**src/rtl/serAdcEmuPkg.sv**
```systemverilog
package serAdcEmuPkg;
  typedef enum logic [1:0] {
    MODE_NORMAL  = 2'd0,
    MODE_PARTIAL = 2'd1,
    MODE_FULL    = 2'd2
  } pwrMode_e;

  typedef struct packed {
    logic load;
    logic shift;
  } ctrlStrobes_t;
endpackage

```
**src/rtl/serAdcEmuCtrl.sv**
```systemverilog
module serAdcEmuCtrl
  import serAdcEmuPkg::*;
#(
  parameter int LEAD_W  = 3,
  parameter int FRAME_W = 16
) (
  input  logic         clk,
  input  logic         rstN,
  input  logic         sclk,
  input  logic         cnvSt,
  output ctrlStrobes_t strobes,
  output logic         doutOe,
  output logic         trackHold,
  output pwrMode_e     pwrMode,
  output logic         calibDone
);
  localparam int CNT_W = $clog2(2 * FRAME_W);
  localparam logic [CNT_W-1:0] CNT_MAX   = {CNT_W{1'b1}};
  localparam logic [CNT_W-1:0] PD_LO     = CNT_W'(LEAD_W);
  localparam logic [CNT_W-1:0] TRACK_AT  = CNT_W'(FRAME_W - 2);
  localparam logic [CNT_W-1:0] FRAME_END = CNT_W'(FRAME_W);

  logic sclkQ, cnvQ;
  logic sclkRise, sclkFall, cnvRise, cnvFall;
  logic [CNT_W-1:0] edgeCnt, cntNext;
  logic inConv, fall16;
  logic contWindow, pdWindow;

  assign sclkRise = sclk & ~sclkQ;
  assign sclkFall = ~sclk & sclkQ;
  assign cnvRise  = cnvSt & ~cnvQ;
  assign cnvFall  = ~cnvSt & cnvQ;
  assign cntNext  = (edgeCnt == CNT_MAX) ? edgeCnt : edgeCnt + 1'b1;

  assign contWindow = (edgeCnt >= TRACK_AT) && (edgeCnt < FRAME_END);
  assign pdWindow   = (edgeCnt >= PD_LO) && (edgeCnt < TRACK_AT);

  always_comb begin
    strobes.load  = cnvFall;
    strobes.shift = !cnvFall && !cnvRise && sclkRise;
  end

  always_ff @(posedge clk) begin
    if (!rstN) begin
      sclkQ     <= 1'b0;
      cnvQ      <= 1'b1;
      edgeCnt   <= '0;
      inConv    <= 1'b0;
      fall16    <= 1'b0;
      doutOe    <= 1'b0;
      trackHold <= 1'b0;
      pwrMode   <= MODE_NORMAL;
      calibDone <= 1'b0;
    end else begin
      sclkQ <= sclk;
      cnvQ  <= cnvSt;
      if (cnvFall) begin
        edgeCnt   <= '0;
        trackHold <= 1'b1;
        doutOe    <= (pwrMode == MODE_NORMAL);
        inConv    <= (pwrMode == MODE_NORMAL);
        fall16    <= 1'b0;
      end else if (cnvRise) begin
        trackHold <= 1'b0;
        fall16    <= 1'b0;
        if (pdWindow) begin
          doutOe  <= 1'b0;
          inConv  <= 1'b0;
          pwrMode <= (pwrMode == MODE_NORMAL) ? MODE_PARTIAL : MODE_FULL;
        end else if (edgeCnt >= TRACK_AT) begin
          pwrMode <= MODE_NORMAL;
          if (!contWindow) begin
            doutOe <= 1'b0;
            inConv <= 1'b0;
          end
        end else begin
          doutOe <= 1'b0;
          inConv <= 1'b0;
        end
      end else begin
        if (sclkRise) begin
          edgeCnt <= cntNext;
          if (cntNext == TRACK_AT) trackHold <= 1'b0;
          if (cntNext == FRAME_END && inConv) calibDone <= 1'b1;
          if (fall16) begin
            doutOe <= 1'b0;
            fall16 <= 1'b0;
          end
        end
        if (sclkFall && !cnvSt && edgeCnt == FRAME_END) fall16 <= 1'b1;
      end
    end
  end
endmodule

```
**src/rtl/serAdcEmuData.sv**
```systemverilog
module serAdcEmuData
  import serAdcEmuPkg::*;
#(
  parameter int CODE_W = 10,
  parameter int SUB_W  = 2,
  parameter int LEAD_W = 3,
  parameter int TAIL_W = 1
) (
  input  logic              clk,
  input  logic              rstN,
  input  ctrlStrobes_t      strobes,
  input  logic [CODE_W-1:0] code,
  input  logic [SUB_W-1:0]  sub,
  output logic              dout
);
  localparam int FRAME_W = LEAD_W + CODE_W + SUB_W + TAIL_W;

  logic [FRAME_W-1:0] frameReg;

  always_ff @(posedge clk) begin
    if (!rstN) begin
      frameReg <= '0;
      dout     <= 1'b0;
    end else if (strobes.load) begin
      frameReg <= {{LEAD_W{1'b0}}, code, sub, {TAIL_W{1'b0}}};
      dout     <= 1'b0;
    end else if (strobes.shift) begin
      dout     <= frameReg[FRAME_W-1];
      frameReg <= {frameReg[FRAME_W-2:0], 1'b0};
    end
  end
endmodule

```
**src/rtl/serAdcEmu.sv**
```systemverilog
module serAdcEmu
  import serAdcEmuPkg::*;
#(
  parameter int CODE_W = 10,
  parameter int SUB_W  = 2,
  parameter int LEAD_W = 3,
  parameter int TAIL_W = 1
) (
  input  logic              clk,
  input  logic              rstN,
  input  logic              sclk,
  input  logic              cnvSt,
  input  logic [CODE_W-1:0] testCode,
  input  logic [SUB_W-1:0]  testSub,
  output logic              dout,
  output logic              doutOe,
  output logic              trackHold,
  output logic              refEn,
  output logic [1:0]        pwrMode,
  output logic              calibDone
);
  localparam int FRAME_W = LEAD_W + CODE_W + SUB_W + TAIL_W;

  ctrlStrobes_t strobes;
  pwrMode_e     modeQ;

  serAdcEmuCtrl #(.LEAD_W(LEAD_W), .FRAME_W(FRAME_W)) uCtrl (
    .clk(clk), .rstN(rstN), .sclk(sclk), .cnvSt(cnvSt),
    .strobes(strobes), .doutOe(doutOe), .trackHold(trackHold),
    .pwrMode(modeQ), .calibDone(calibDone)
  );

  serAdcEmuData #(.CODE_W(CODE_W), .SUB_W(SUB_W), .LEAD_W(LEAD_W), .TAIL_W(TAIL_W)) uData (
    .clk(clk), .rstN(rstN), .strobes(strobes),
    .code(testCode), .sub(testSub), .dout(dout)
  );

  assign pwrMode = modeQ;
  assign refEn   = (modeQ != MODE_FULL);
endmodule

```
**config.mk**
```make
export PLATFORM = sky130hd
export DESIGN_NAME = serAdcEmu
export DESIGN_NICKNAME = d
export VERILOG_FILES = /design/src/rtl/serAdcEmuPkg.sv /design/src/rtl/serAdcEmuCtrl.sv /design/src/rtl/serAdcEmuData.sv /design/src/rtl/serAdcEmu.sv
export SDC_FILE = /design/constraint.sdc
export NUM_CORES = 1
export LEC_CHECK = 0
export BUFFER_PORTS_ARGS = -buffer_cell sky130_fd_sc_hd__buf_2
export CELL_PAD_IN_SITES_DETAIL_PLACEMENT = 0
export CELL_PAD_IN_SITES_GLOBAL_PLACEMENT = 1
export CORE_MARGIN = 8
export CORE_UTILIZATION = 35
export CTS_CLUSTER_SIZE = 30
export DETAILED_ROUTE_END_ITERATION = 8
export PLACE_DENSITY_LB_ADDON = 0.1
export SLEW_MARGIN = 10
export SYNTH_ARGS = -nofsm -noshare
export SYNTH_HDL_FRONTEND = slang
export SYNTH_SLANG_ARGS = --single-unit
```
**constraint.sdc**
```tcl
create_clock -name clk -period 1.45 [get_ports clk]
set_input_delay 0.145 -clock clk [delete_from_list [all_inputs] [get_ports clk]]
set_output_delay 0.145 -clock clk [all_outputs]
set_load 0.01 [all_outputs]
```
== After elaboration in Yosys (flattened, before gate mapping) ==
Cells that the tools add are included.

* Latch bits: 0
* Word-level logic and storage cells: 82
* RAM bits: 0
* Flip-flop bits (word level): 30
* Memory bits (read-only): 0
* Output and inout bits: 7
* Bits of input ports: 16
* Memories: 0

* Reductions and logical operators: 26
* Div/mod/pow operators: 0
* Bitwise gates (word level): 11
* Add/subtract/negate cells: 1
* Order comparisons: 4
* Eq/ne operators: 7
* Multipliers: 0
* Shift operators: 0
* Muxes and demuxes: 21

{| class="wikitable"
|+ Operator list
! cell !! count
|-
| 2-to-1 mux 13 bit || 2
|-
| equality test 5 bit (second input constant) || 3
|-
| 2-to-1 mux 1 bit || 15
|-
| nonzero test 3 bit || 3
|-
| nonzero test 2 bit || 4
|-
| logical AND 1 bit || 7
|-
| inverter 1 bit || 7
|-
| 2-to-1 mux 2 bit || 3
|-
| AND reduction 2 bit || 3
|-
| AND reduction 3 bit || 2
|-
| adder 5 x 1 -> 5 bit (second input constant) || 1
|-
| equality test 5 x 4 -> 1 bit (second input constant) || 1
|-
| >= comparator 5 x 2 -> 1 bit (second input constant) || 1
|-
| >= comparator 5 x 4 -> 1 bit (second input constant) || 1
|-
| < comparator 5 x 4 -> 1 bit (second input constant) || 1
|-
| < comparator 5 bit (second input constant) || 1
|-
| 2-to-1 mux 5 bit || 1
|-
| inequality test 5 bit (second input constant) || 1
|-
| bitwise AND 1 bit || 4
|-
| inequality test 4 x 3 -> 1 bit (second input constant) || 1
|-
| AND reduction 4 bit || 1
|-
| logical NOT 1 bit || 3
|-
| OR reduction 3 bit || 1
|-
| logical NOT 2 bit || 1
|-
| 2 further kinds || 2
|}

== Logic depth before layout (Yosys ltp) ==
Gate-level depths: netlist (run 1).

* Depth after elaboration: 7
* Depth in mapped cells: 7
* Mapped depth without buffers: 6

== Modules after synthesis ==
From an unflattened synthesis (run 1), not the netlist that was laid out.

* Cells, all modules: 164
* Area, all modules: 1619.1 µm²

{| class="wikitable"
|+ By module, submodules not included
! module !! area each (µm²) !! times used !! cells an instance !! seq. area each (µm²)
|-
| serAdcEmuCtrl || 863.3 || 1 || 97 || 280.3
|-
| serAdcEmuData || 749.5 || 1 || 66 || 320.3
|-
| serAdcEmu || 6.3 || 1 || 1 || 0.0
|}

== Worst setup path after synthesis (run 1) ==
OpenSTA, ideal clock, no wires.

* Path kind: reg2reg
* Start point: register uCtrl.cnvQ
* End point: register uData.frameReg[10]
* Path buffers: 1
* Required time: 1.322 ns
* Setup time: 0.128 ns
* Slack: -0.074 ns
* Period minus slack after synthesis: 1.524 ns
* Stages on the path, launching flop included: 7
* Arrival time: 1.397 ns
* Cells stage by stage: dfxtp_1 > ha_1 > nand3b_4 > buf_6 > mux2_4 > mux2i_1 > nor2_1

* Cells in the longest elaborated chain, start to end: 6
* Elaborated cells between the ends (all ways): 9
* Those cells by class: mux (1); bitwise (3); reduce/logical (5)

{| class="wikitable"
|+ Ends and longest elaborated chain
! element !! line !! RTL
|-
| start, declared || serAdcEmuCtrl.sv:23 || <nowiki>logic sclkQ, cnvQ;</nowiki>
|-
| start signal, assigned || serAdcEmuCtrl.sv:56 || <nowiki>cnvQ <= cnvSt;</nowiki>
|-
| inverter 1 bit || serAdcEmuCtrl.sv:31 || <nowiki>assign cnvRise = cnvSt & ~cnvQ;</nowiki>
|-
| bitwise AND 1 bit || serAdcEmuCtrl.sv:31 ||
|-
| logical NOT 1 bit || serAdcEmuCtrl.sv:40 || <nowiki>strobes.shift = !cnvFall && !cnvRise && sclkRise;</nowiki>
|-
| logical AND 1 bit (2 in series) || serAdcEmuCtrl.sv:40 ||
|-
| nonzero test 2 bit (no line) || -- ||
|-
| end signal, assigned || serAdcEmuData.sv:25 || <nowiki>frameReg <= {{LEAD_W{1'b0}}, code, sub, {TAIL_W{1'b0}}};</nowiki>
|-
| end signal, assigned || serAdcEmuData.sv:29 || <nowiki>frameReg <= {frameReg[FRAME_W-2:0], 1'b0};</nowiki>
|-
| end, declared || serAdcEmuData.sv:18 || <nowiki>logic [FRAME_W-1:0] frameReg;</nowiki>
|}

Several ways; a longest one is shown, not always the timed one.
A chain may end at the register's enable or synchronous reset.

== Worst setup path after layout (run 1) ==
* Start point: register uCtrl.cnvQ
* End point: register uData.frameReg[3]

The elaborated chain is that of the path after synthesis.

==> results of run 1 <==
==> report_power, final <==
part	switching (W)	internal [W]	total, W	leakage, nW
clock network	0.000284	0.000365	0.000649	0.0431
logic	0.000123	0.000138	0.000261	0.545
registers	0.0000203	0.000860	0.000880	0.246
total	0.000427	0.00136	0.00179	0.834
==> area by class of cell <==
cell class	instances	share of cell area [%]
inverters	5	1.01
flip-flops and latches	30	32.7
well taps	52	3.52
multi-input cells	112	47.5
clock buffers	6	4.46
repair buffers	34	10.8
==> cells by family after synthesis <==
logic type / Yosys count / synth area share (%)
flops: 30 / 39.7
xor+xnor: 3 / 1.74
mux: 29 / 21.1
buf+inv: 17 / 5.54
compound gates: 19 / 8.26
simple gates: 55 / 19.6
fa+ha+maj: 5 / 4.13
==> cell usage after synthesis, types with 3 or more instances <==
library cell	instances	area, µm²
buf_2	7	35.0
nand2_1	7	26.3
nand3_1	5	25.0
nor2_1	20	75.1
nor3_1	3	15.0
inv_1	5	18.8
nand4_1	3	18.8
mux2i_1	18	180
nand3b_1	3	22.5
mux2_2	7	78.8
nand2b_1	4	25.0
mux2_4	4	60.1
a21oi_1	6	30.0
ha_1	5	62.6
clkbuf_1	3	11.3
o21ai_0	4	20.0
dfxtp_1	30	601
==> what timing repair did <==
item	4_1_cts	5_1_grt
pin swaps	0	2
setup endpoints to repair	9	15
hold buffers	0	0
gates cloned	1	0
resized for setup	2	5
==> worst max-delay path, cell delays in order (launching register included) <==
cell	delay (ps)
dfxtp_2	340
ha_4	260
nand3b_4	150
mux2_2	350
mux2i_1	130
nor2_1	60
==> final timing paths <==
| path | from | endpoint | cells after the start |
|---|---|---|---|
| worst max register to register | uCtrl.cnvQ$_SDFF_PN1_ | uData.frameReg[3]$_SDFFE_PN0P_ | 5 |
| worst max-delay path | uCtrl.cnvQ$_SDFF_PN1_ | uData.frameReg[3]$_SDFFE_PN0P_ | 5 |
| worst min-delay path | testSub[1] | uData.frameReg[2]$_SDFFE_PN0P_ | 3 |
| worst min register to register | uCtrl.doutOe$_SDFFE_PN0P_ | uCtrl.doutOe$_SDFFE_PN0P_ | 2 |
==> metal layers <==
metal	track usage [%]	up-vias	routed length, µm
met3	4.70	5	206
li1	-	611	-
met5	0	-	0
met4	4.21	0	53
met1	12.4	552	1490
met2	18.4	23	1670
==> metrics by stage <==
stage          instance area [µm²]  total power (W)  cells  utilization [%]  worst slack, ps
2_1_floorplan                 1530          0.00107    158                -            -8.00
3_3_place_gp                  1730          0.00114    232             40.6             12.3
3_5_place_dp                  1730          0.00115    232             40.6            -38.9
4_1_cts                       1830          0.00182    239             43.0             28.3
5_1_grt                       1850          0.00190    239             43.4            -40.3
6_report                      1850          0.00179    239             43.4             36.0
==> impl_metrics.ini, run 1 <==
[cells_and_area]
largest_register_ffs = 15
area_growth_pct = 22.2
final_common_cell = dfxtp_1
seq_area_um2 = 604
multiInputGateArea_um2 = 880
final_cell_mix = dfxtp_1, buf_2, nor2_1
largest_registers = uData.frameReg (15), uCtrl.edgeCnt (5), uCtrl.pwrMode (2)
diodes = 0
nFillCells = 452
nNetsFinal = 209
largest-register = uData.frameReg
layout-drive-gt1-share_pct = 34.2

[clocking]
cts_setup_buffers = 0
cts.sinks = 30
clockRootBuffer = clkbuf_8
h-tree-depth = 2
cts-buffers-inserted = 5
ctsLongestPathBuffers = 2
cts_tree = built
clk_pin_slew_ps = 60
clk_latency_ps = 280

[grt]
grt_pass1_wl_mm = 5.69
antenna_found_initial = 0
grt_pass1_vias = 1248
grt_overflow = 0
grt_max_degree = 15
grtUsageTotal_pct = 11.1

[flow_run]
cap_violations = 0

[route]
route.detailed.drc = 0
vias_per_cell = 4.98
drt-initial-drc-count = 44
drtAntennaViolNets = 0
routedWlPerCell_um = 14.3
totalWireLength_mm = 3.42
routed-via-count = 1191
dr.pass1.iters = 4

[pwr]
p_per_area_nw_per_um2 = 968
leakage_nw = 0.834
vdd_drop_max_uv = 574

[synthesis]
ys_seq_area_share_pct = 39.7
synth_cells = 158
ys_ff_latch = 30
synth_nets = 179
syn_area_per_cell_um2 = 9.58
yosys_most_used_dff = dfxtp_1
ys_types = 34
ys_warn_count = 0
syn_area_um2 = 1510
async_reset_ff_share_pct = 0
synth-edff-count = 0

[die]
io-pin-count = 23
rows = 24
initial_core_util_pct = 35.5
die_y_um = 81.8
core_um2 = 4260
dieArea_um2 = 6690
fp.dieW_um = 81.8

[placed_design]
numPortBuffers = 22
gp_congestion = 0.835
hpwl_mm = 2.50

[timing]
slew_viol_final = 0
tns_ps = 0
max_freq_mhz = 707
skew_ps = 7.43
rsz0062_at_grt = true
worst_pin_slew_ps = 403
max-slew-margin-rel_pct = 73.1
finalSetupViolCount = 0
final.period_utilization_pct = 97.5
hold_viol_final = 0
post-route-min-period_ps = 1410
hold_ws_ps = 109

[setup_path]
rrSetupSlack_ps = 40
worstPathMaxFanout = 7
crit_path_start_kind = register
crit_arrival_ps = 1560
crit_path_end_kind = register
criticalPathCategory = register to register
required_ps = 1600

[worst_hold_path]
hp-class = input pin to register

[run_status]
outcome = finished, final reports clean
Power figures use the tool's default switching activity.
==> inputs of run 2 (changes only) <==
==> constraint.sdc (replaced) <==
create_clock -name clk -period 1.45 [get_ports clk]
set_input_delay 0 -clock clk [delete_from_list [all_inputs] [get_ports clk]]
set_output_delay 0 -clock clk [all_outputs]
set_load 0.01 [all_outputs]
==> run 2 against run 1 <==
Against the previous run:
- power up 4.1%
- sequential power barely moved
- flip-flop and latch count unchanged
- non-clock buffer count up 11
- routed wire length down 4.2%
- first-iteration DRC count rose by 34%
- register-to-register slack got worse by 20 ps
- utilization grew 3.4 points
- critical path depth did not move
- clock power increased by 7.1%
==> impl_metrics.ini, run 2 (same netlist as run 1, synthesis figures left out) <==
[run_status]
outcome = finished, final reports clean

[route]
drt-initial-drc-count = 59
m1WireLength_mm = 1.52
routedWlPerCell_um = 13.0
route.detailed.drc = 0
wl_met3_um = 152
totalWireLength_mm = 3.28
wl_met2_mm = 1.57
vias_per_cell = 4.93
highest_layer = met4
routed-via-count = 1243
dr.pass1.iters = 4
drtAntennaViolNets = 0

[clocking]
clockRootBuffer = clkbuf_8
cts-buffers-inserted = 5
ctsLongestPathBuffers = 2
cts_tree = built
h-tree-depth = 2
cts.sinks = 30
clk_pin_slew_ps = 60
clk_latency_ps = 280

[grt]
grt_overflow = 0
grtUsageTotal_pct = 10.8
antenna_found_initial = 0
grt_pass1_vias = 1270
grt_max_degree = 17
grt_pass1_wl_mm = 5.64

[setup_path]
crit_path_end_kind = register
max_stage_delay_ps = 340
crit_arrival_ps = 1580
required_ps = 1600
cp_slowest_cell = dfxtp_2
worstPathMaxFanout = 7
path_cells = ha_4 -> nand3b_4 -> mux2_4 -> mux2i_1 -> nor2_1
crit_path_start_kind = register
criticalPathCategory = register to register
path_buf_inv = 0
cp_top_family = multiplexers

[placed_design]
gp_congestion = 0.841
numPortBuffers = 22
hpwl_mm = 2.33

[pwr]
p_per_area_nw_per_um2 = 935
seqPwrFrac_pct = 47.3
p_total_w = 0.00186
leakage_nw = 0.890
pwr-share-clk_pct = 37.3
vdd_drop_max_uv = 500
comb_power_share_pct = 15.5
power_switching_w = 0.000461
swShare_pct = 24.7
intPower_w = 0.00140

[die]
rows = 24
fp.dieW_um = 81.8
core_um2 = 4260
initial_core_util_pct = 35.5
io-pin-count = 23
die_y_um = 81.8
dieArea_um2 = 6690

[timing]
rsz0062_at_grt = true
hold_ws_ps = 8.42
worst_pin_slew_ps = 513
slew_viol_final = 0
max-slew-margin-rel_pct = 65.7
hold_viol_final = 0
max_freq_mhz = 700
finalSetupViolCount = 0
skew_ps = 4.38
final.period_utilization_pct = 98.6
post-route-min-period_ps = 1430

[cells_and_area]
layout-drive-gt1-share_pct = 32.0
final_common_cell = dfxtp_1
largest-register = uData.frameReg
final_cell_mix = dfxtp_1, buf_2, nor2_1
nFillCells = 427
largest_register_ffs = 15
nNetsFinal = 220
diodes = 0
largest_registers = uData.frameReg (15), uCtrl.edgeCnt (5), uCtrl.pwrMode (2)
area_growth_pct = 31.7

[flow_run]
cap_violations = 0

[worst_hold_path]
hp-class = input pin to register
run 2: area by class of cell:
type	count	area, µm²	area share [%]
multi-input cells	112	900	45.1
flip-flops and latches	30	604	30.3
repair buffers	45	315	15.8
clock buffers	7	86.3	4.33
well taps	52	65.1	3.26
inverters	5	18.8	0.941
clock inverters	1	5.00	0.251
run 2: power groups by stage:
stage / Combinational, W / Sequential, W / Clock, W
after global routing: 0.000316 / 0.000885 / 0.000767
after global placement: 0.000242 / 0.000896 / 0
final: 0.000289 / 0.000881 / 0.000695
after detailed placement: 0.000245 / 0.000897 / 0
after CTS: 0.000282 / 0.000880 / 0.000725
after floorplan: 0.000176 / 0.000897 / 0
run 2: path summary, 6_finish.rpt:
path	endpoint	slack [ps]	cells after the start	from
max	uData.frameReg[10]$_SDFFE_PN0P_	20	5	uCtrl.cnvQ$_SDFF_PN1_
min	uCtrl.cnvQ$_SDFF_PN1_	8	3	cnvSt
min reg2reg	uCtrl.calibDone$_SDFFE_PN0P_	470	1	uCtrl.calibDone$_SDFFE_PN0P_
max reg2reg	uData.frameReg[10]$_SDFFE_PN0P_	20	5	uCtrl.cnvQ$_SDFF_PN1_
run 2: stage by stage:
| stage | utilization, % | setup slack, ps | instance area [µm²] | cells | TNS (ps) |
|---|---|---|---|---|---|
| final | 46.8 | 20.7 | 1990 | 252 | 0 |
| after global routing | 46.8 | -48.9 | 1990 | 252 | -175 |
| after CTS | 45.7 | 4.56 | 1950 | 251 | 0 |
| after detailed placement | 40.0 | -38.4 | 1710 | 229 | -134 |
| after global placement | 40.0 | 9.75 | 1710 | 229 | 0 |
| after floorplan | - | -8.00 | 1530 | 158 | -32.0 |
run 2: worst register-to-register path, stage by stage, from the launching register on:
cell and delay, ps:
dfxtp_2 340, ha_4 290, nand3b_4 150, mux2_4 330
mux2i_1 130, nor2_1 50
run 2: metal layers:
layer / vias to the layer above / global-route usage, %
met3: 4 / 4.38
met2: 19 / 17.5
li1: 635 / -
met4: 0 / 5.09
met5: - / 0
met1: 585 / 12.2
run 2: timing repair:
| action | in CTS | in global routing |
|---|---|---|
| gates resized for setup | 2 | 9 |
| hold endpoints to repair | 13 | 0 |
| cloned | 1 | 0 |
| endpoints found under the setup margin | 12 | 16 |
| pin swaps | 0 | 3 |
| buffers inserted | 0 | 1 |
| hold buffers | 13 | 0 |
==> inputs of run 3 (changes only) <==
--- a/config.mk
+++ b/config.mk
@@ -13,6 +13,7 @@
 export CTS_CLUSTER_SIZE = 30
 export DETAILED_ROUTE_END_ITERATION = 8
 export PLACE_DENSITY_LB_ADDON = 0.1
+export RECOVER_POWER = 50
 export SLEW_MARGIN = 10
 export SYNTH_ARGS = -nofsm -noshare
 export SYNTH_HDL_FRONTEND = slang
==> constraint.sdc (replaced) <==
create_clock -name clk -period 1.5 [get_ports clk]
set_input_delay 0 -clock clk [delete_from_list [all_inputs] [get_ports clk]]
set_output_delay 0 -clock clk [all_outputs]
set_load 0.01 [all_outputs]
==> run 3 against run 2 <==
Against the previous run:
- first-iteration DRC count unchanged
- non-clock buffer count down 1
- cell count down 0.40%
- sequential power down 3.4%
- routed wire length up 4.0%
- critical path depth unchanged
- combinational power down 8.3%
- utilization down 0.59 points
==> impl_metrics.ini, run 3 (same netlist as run 1, synthesis figures left out) <==
[cells_and_area]
diodes = 0
seq_area_um2 = 604
largest_registers = uData.frameReg (15), uCtrl.edgeCnt (5), uCtrl.pwrMode (2)
design_area_um2 = 1970
layout-drive-gt1-share_pct = 25.1
area_growth_pct = 30.1
final_cell_mix = dfxtp_1, nor2_1, mux2i_1
largest_register_ffs = 15
largest-register = uData.frameReg
final_common_cell = dfxtp_1
nNetsFinal = 219
nFillCells = 428
multiInputGateArea_um2 = 876

[setup_path]
crit_path_start_kind = register
worstPathMaxFanout = 7
crit_arrival_ps = 1600
criticalPathCategory = register to register
required_ps = 1660
crit_path_end_kind = register

[clocking]
clockRootBuffer = clkbuf_8
ctsLongestPathBuffers = 2
clk_pin_slew_ps = 70
cts_tree = built
clk_latency_ps = 290
cts.sinks = 30
h-tree-depth = 2
cts-buffers-inserted = 5

[die]
io-pin-count = 23
core_um2 = 4260
initial_core_util_pct = 35.5
die_y_um = 81.8
fp.dieW_um = 81.8
rows = 24
dieArea_um2 = 6690

[timing]
final.period_utilization_pct = 96.2
slew_viol_final = 0
post-route-min-period_ps = 1440
max-slew-margin-rel_pct = 64.7
max_freq_mhz = 693
skew_ps = 6.76
finalSetupViolCount = 0
worst_pin_slew_ps = 529
hold_viol_final = 0
rsz0062_at_grt = true

[route]
totalWireLength_mm = 3.41
routed-via-count = 1250
route.detailed.drc = 0
dr.pass1.iters = 4
routedWlPerCell_um = 13.6
drt-initial-drc-count = 59
drtAntennaViolNets = 0
vias_per_cell = 4.98

[placed_design]
hpwl_mm = 2.43
numPortBuffers = 22
placed_area_um2 = 1700
gp_congestion = 0.782

[pwr]
vdd_drop_max_uv = 576
p_per_area_nw_per_um2 = 979
leakage_nw = 0.856
p_total_w = 0.00193

[grt]
antenna_found_initial = 0
grt_overflow = 0
grt_pass1_vias = 1314
grt_max_degree = 17
grtUsageTotal_pct = 11.3
grt_pass1_wl_mm = 5.89

[run_status]
outcome = finished, final reports clean

[worst_hold_path]
hp-class = input pin to register

[flow_run]
cap_violations = 0
run 3: routing by layer:
layer | wire (µm) | vias up | part of all wire [%] | global-route usage (%)
met3 | 145 | 6 | 4.3 | 4.16
met2 | 1640 | 23 | 48 | 18.8
met4 | 59 | 0 | 1.7 | 4.91
met5 | 0 | - | 0 | 0
met1 | 1560 | 585 | 46 | 12.8
li1 | - | 636 | - | -
run 3: per-stage QoR:
step | hold WS [ps] | utilization, % | TNS (ps) | instances | worst slack (ps)
after CTS | 0.106 | 45.7 | 0 | 250 | 2.77
final | 79.0 | 46.2 | 0 | 251 | 57.3
after floorplan | 127 | - | 0 | 158 | 33.0
after global routing | 70.5 | 46.2 | -72.9 | 251 | -33.0
after detailed placement | 241 | 39.8 | -35.9 | 228 | -12.6
after global placement | 233 | 39.8 | 0 | 228 | 19.2
run 3: repair_timing:
action	CTS	global route
pin swaps	0	1
gates cloned	1	0
setup buffers	0	0
hold buffers	13	1
hold endpoints to repair	13	1
gates resized for setup	0	7
setup endpoints to repair	10	17
run 3: worst paths after layout:
kind                                           to  cells past startpoint                 startpoint  slack, ps
hold reg to reg         uCtrl.doutOe$_SDFFE_PN0P_                      2  uCtrl.doutOe$_SDFFE_PN0P_        460
setup reg to reg  uData.frameReg[10]$_SDFFE_PN0P_                      5      uCtrl.cnvQ$_SDFF_PN1_         60
setup / recovery  uData.frameReg[10]$_SDFFE_PN0P_                      5      uCtrl.cnvQ$_SDFF_PN1_         60
hold / removal             uCtrl.sclkQ$_SDFF_PN0_                      2                       sclk         80
run 3: power by group:
part	leakage, nW	internal, W	switching, W	total [W]
registers	0.246	0.000830	0.0000209	0.000851
logic	0.552	0.000145	0.000120	0.000265
clock network	0.0579	0.000488	0.000324	0.000812
total	0.856	0.00146	0.000465	0.00193
run 3: final cells by class:
type	count	share of cell area [%]
Clock buffer	5	3.49
Multi-Input combinational cell	112	44.5
Sequential cell	30	30.7
Timing Repair Buffer	44	15.1
Tap cell	52	3.30
Clock inverter	3	2.03
Inverter	5	0.953
run 3: critical path: stages (launching register included):
cell	delay (ps)
dfxtp_2	340
ha_4	310
nand3b_4	160
mux2_4	330
mux2i_1	130
nor2_1	50
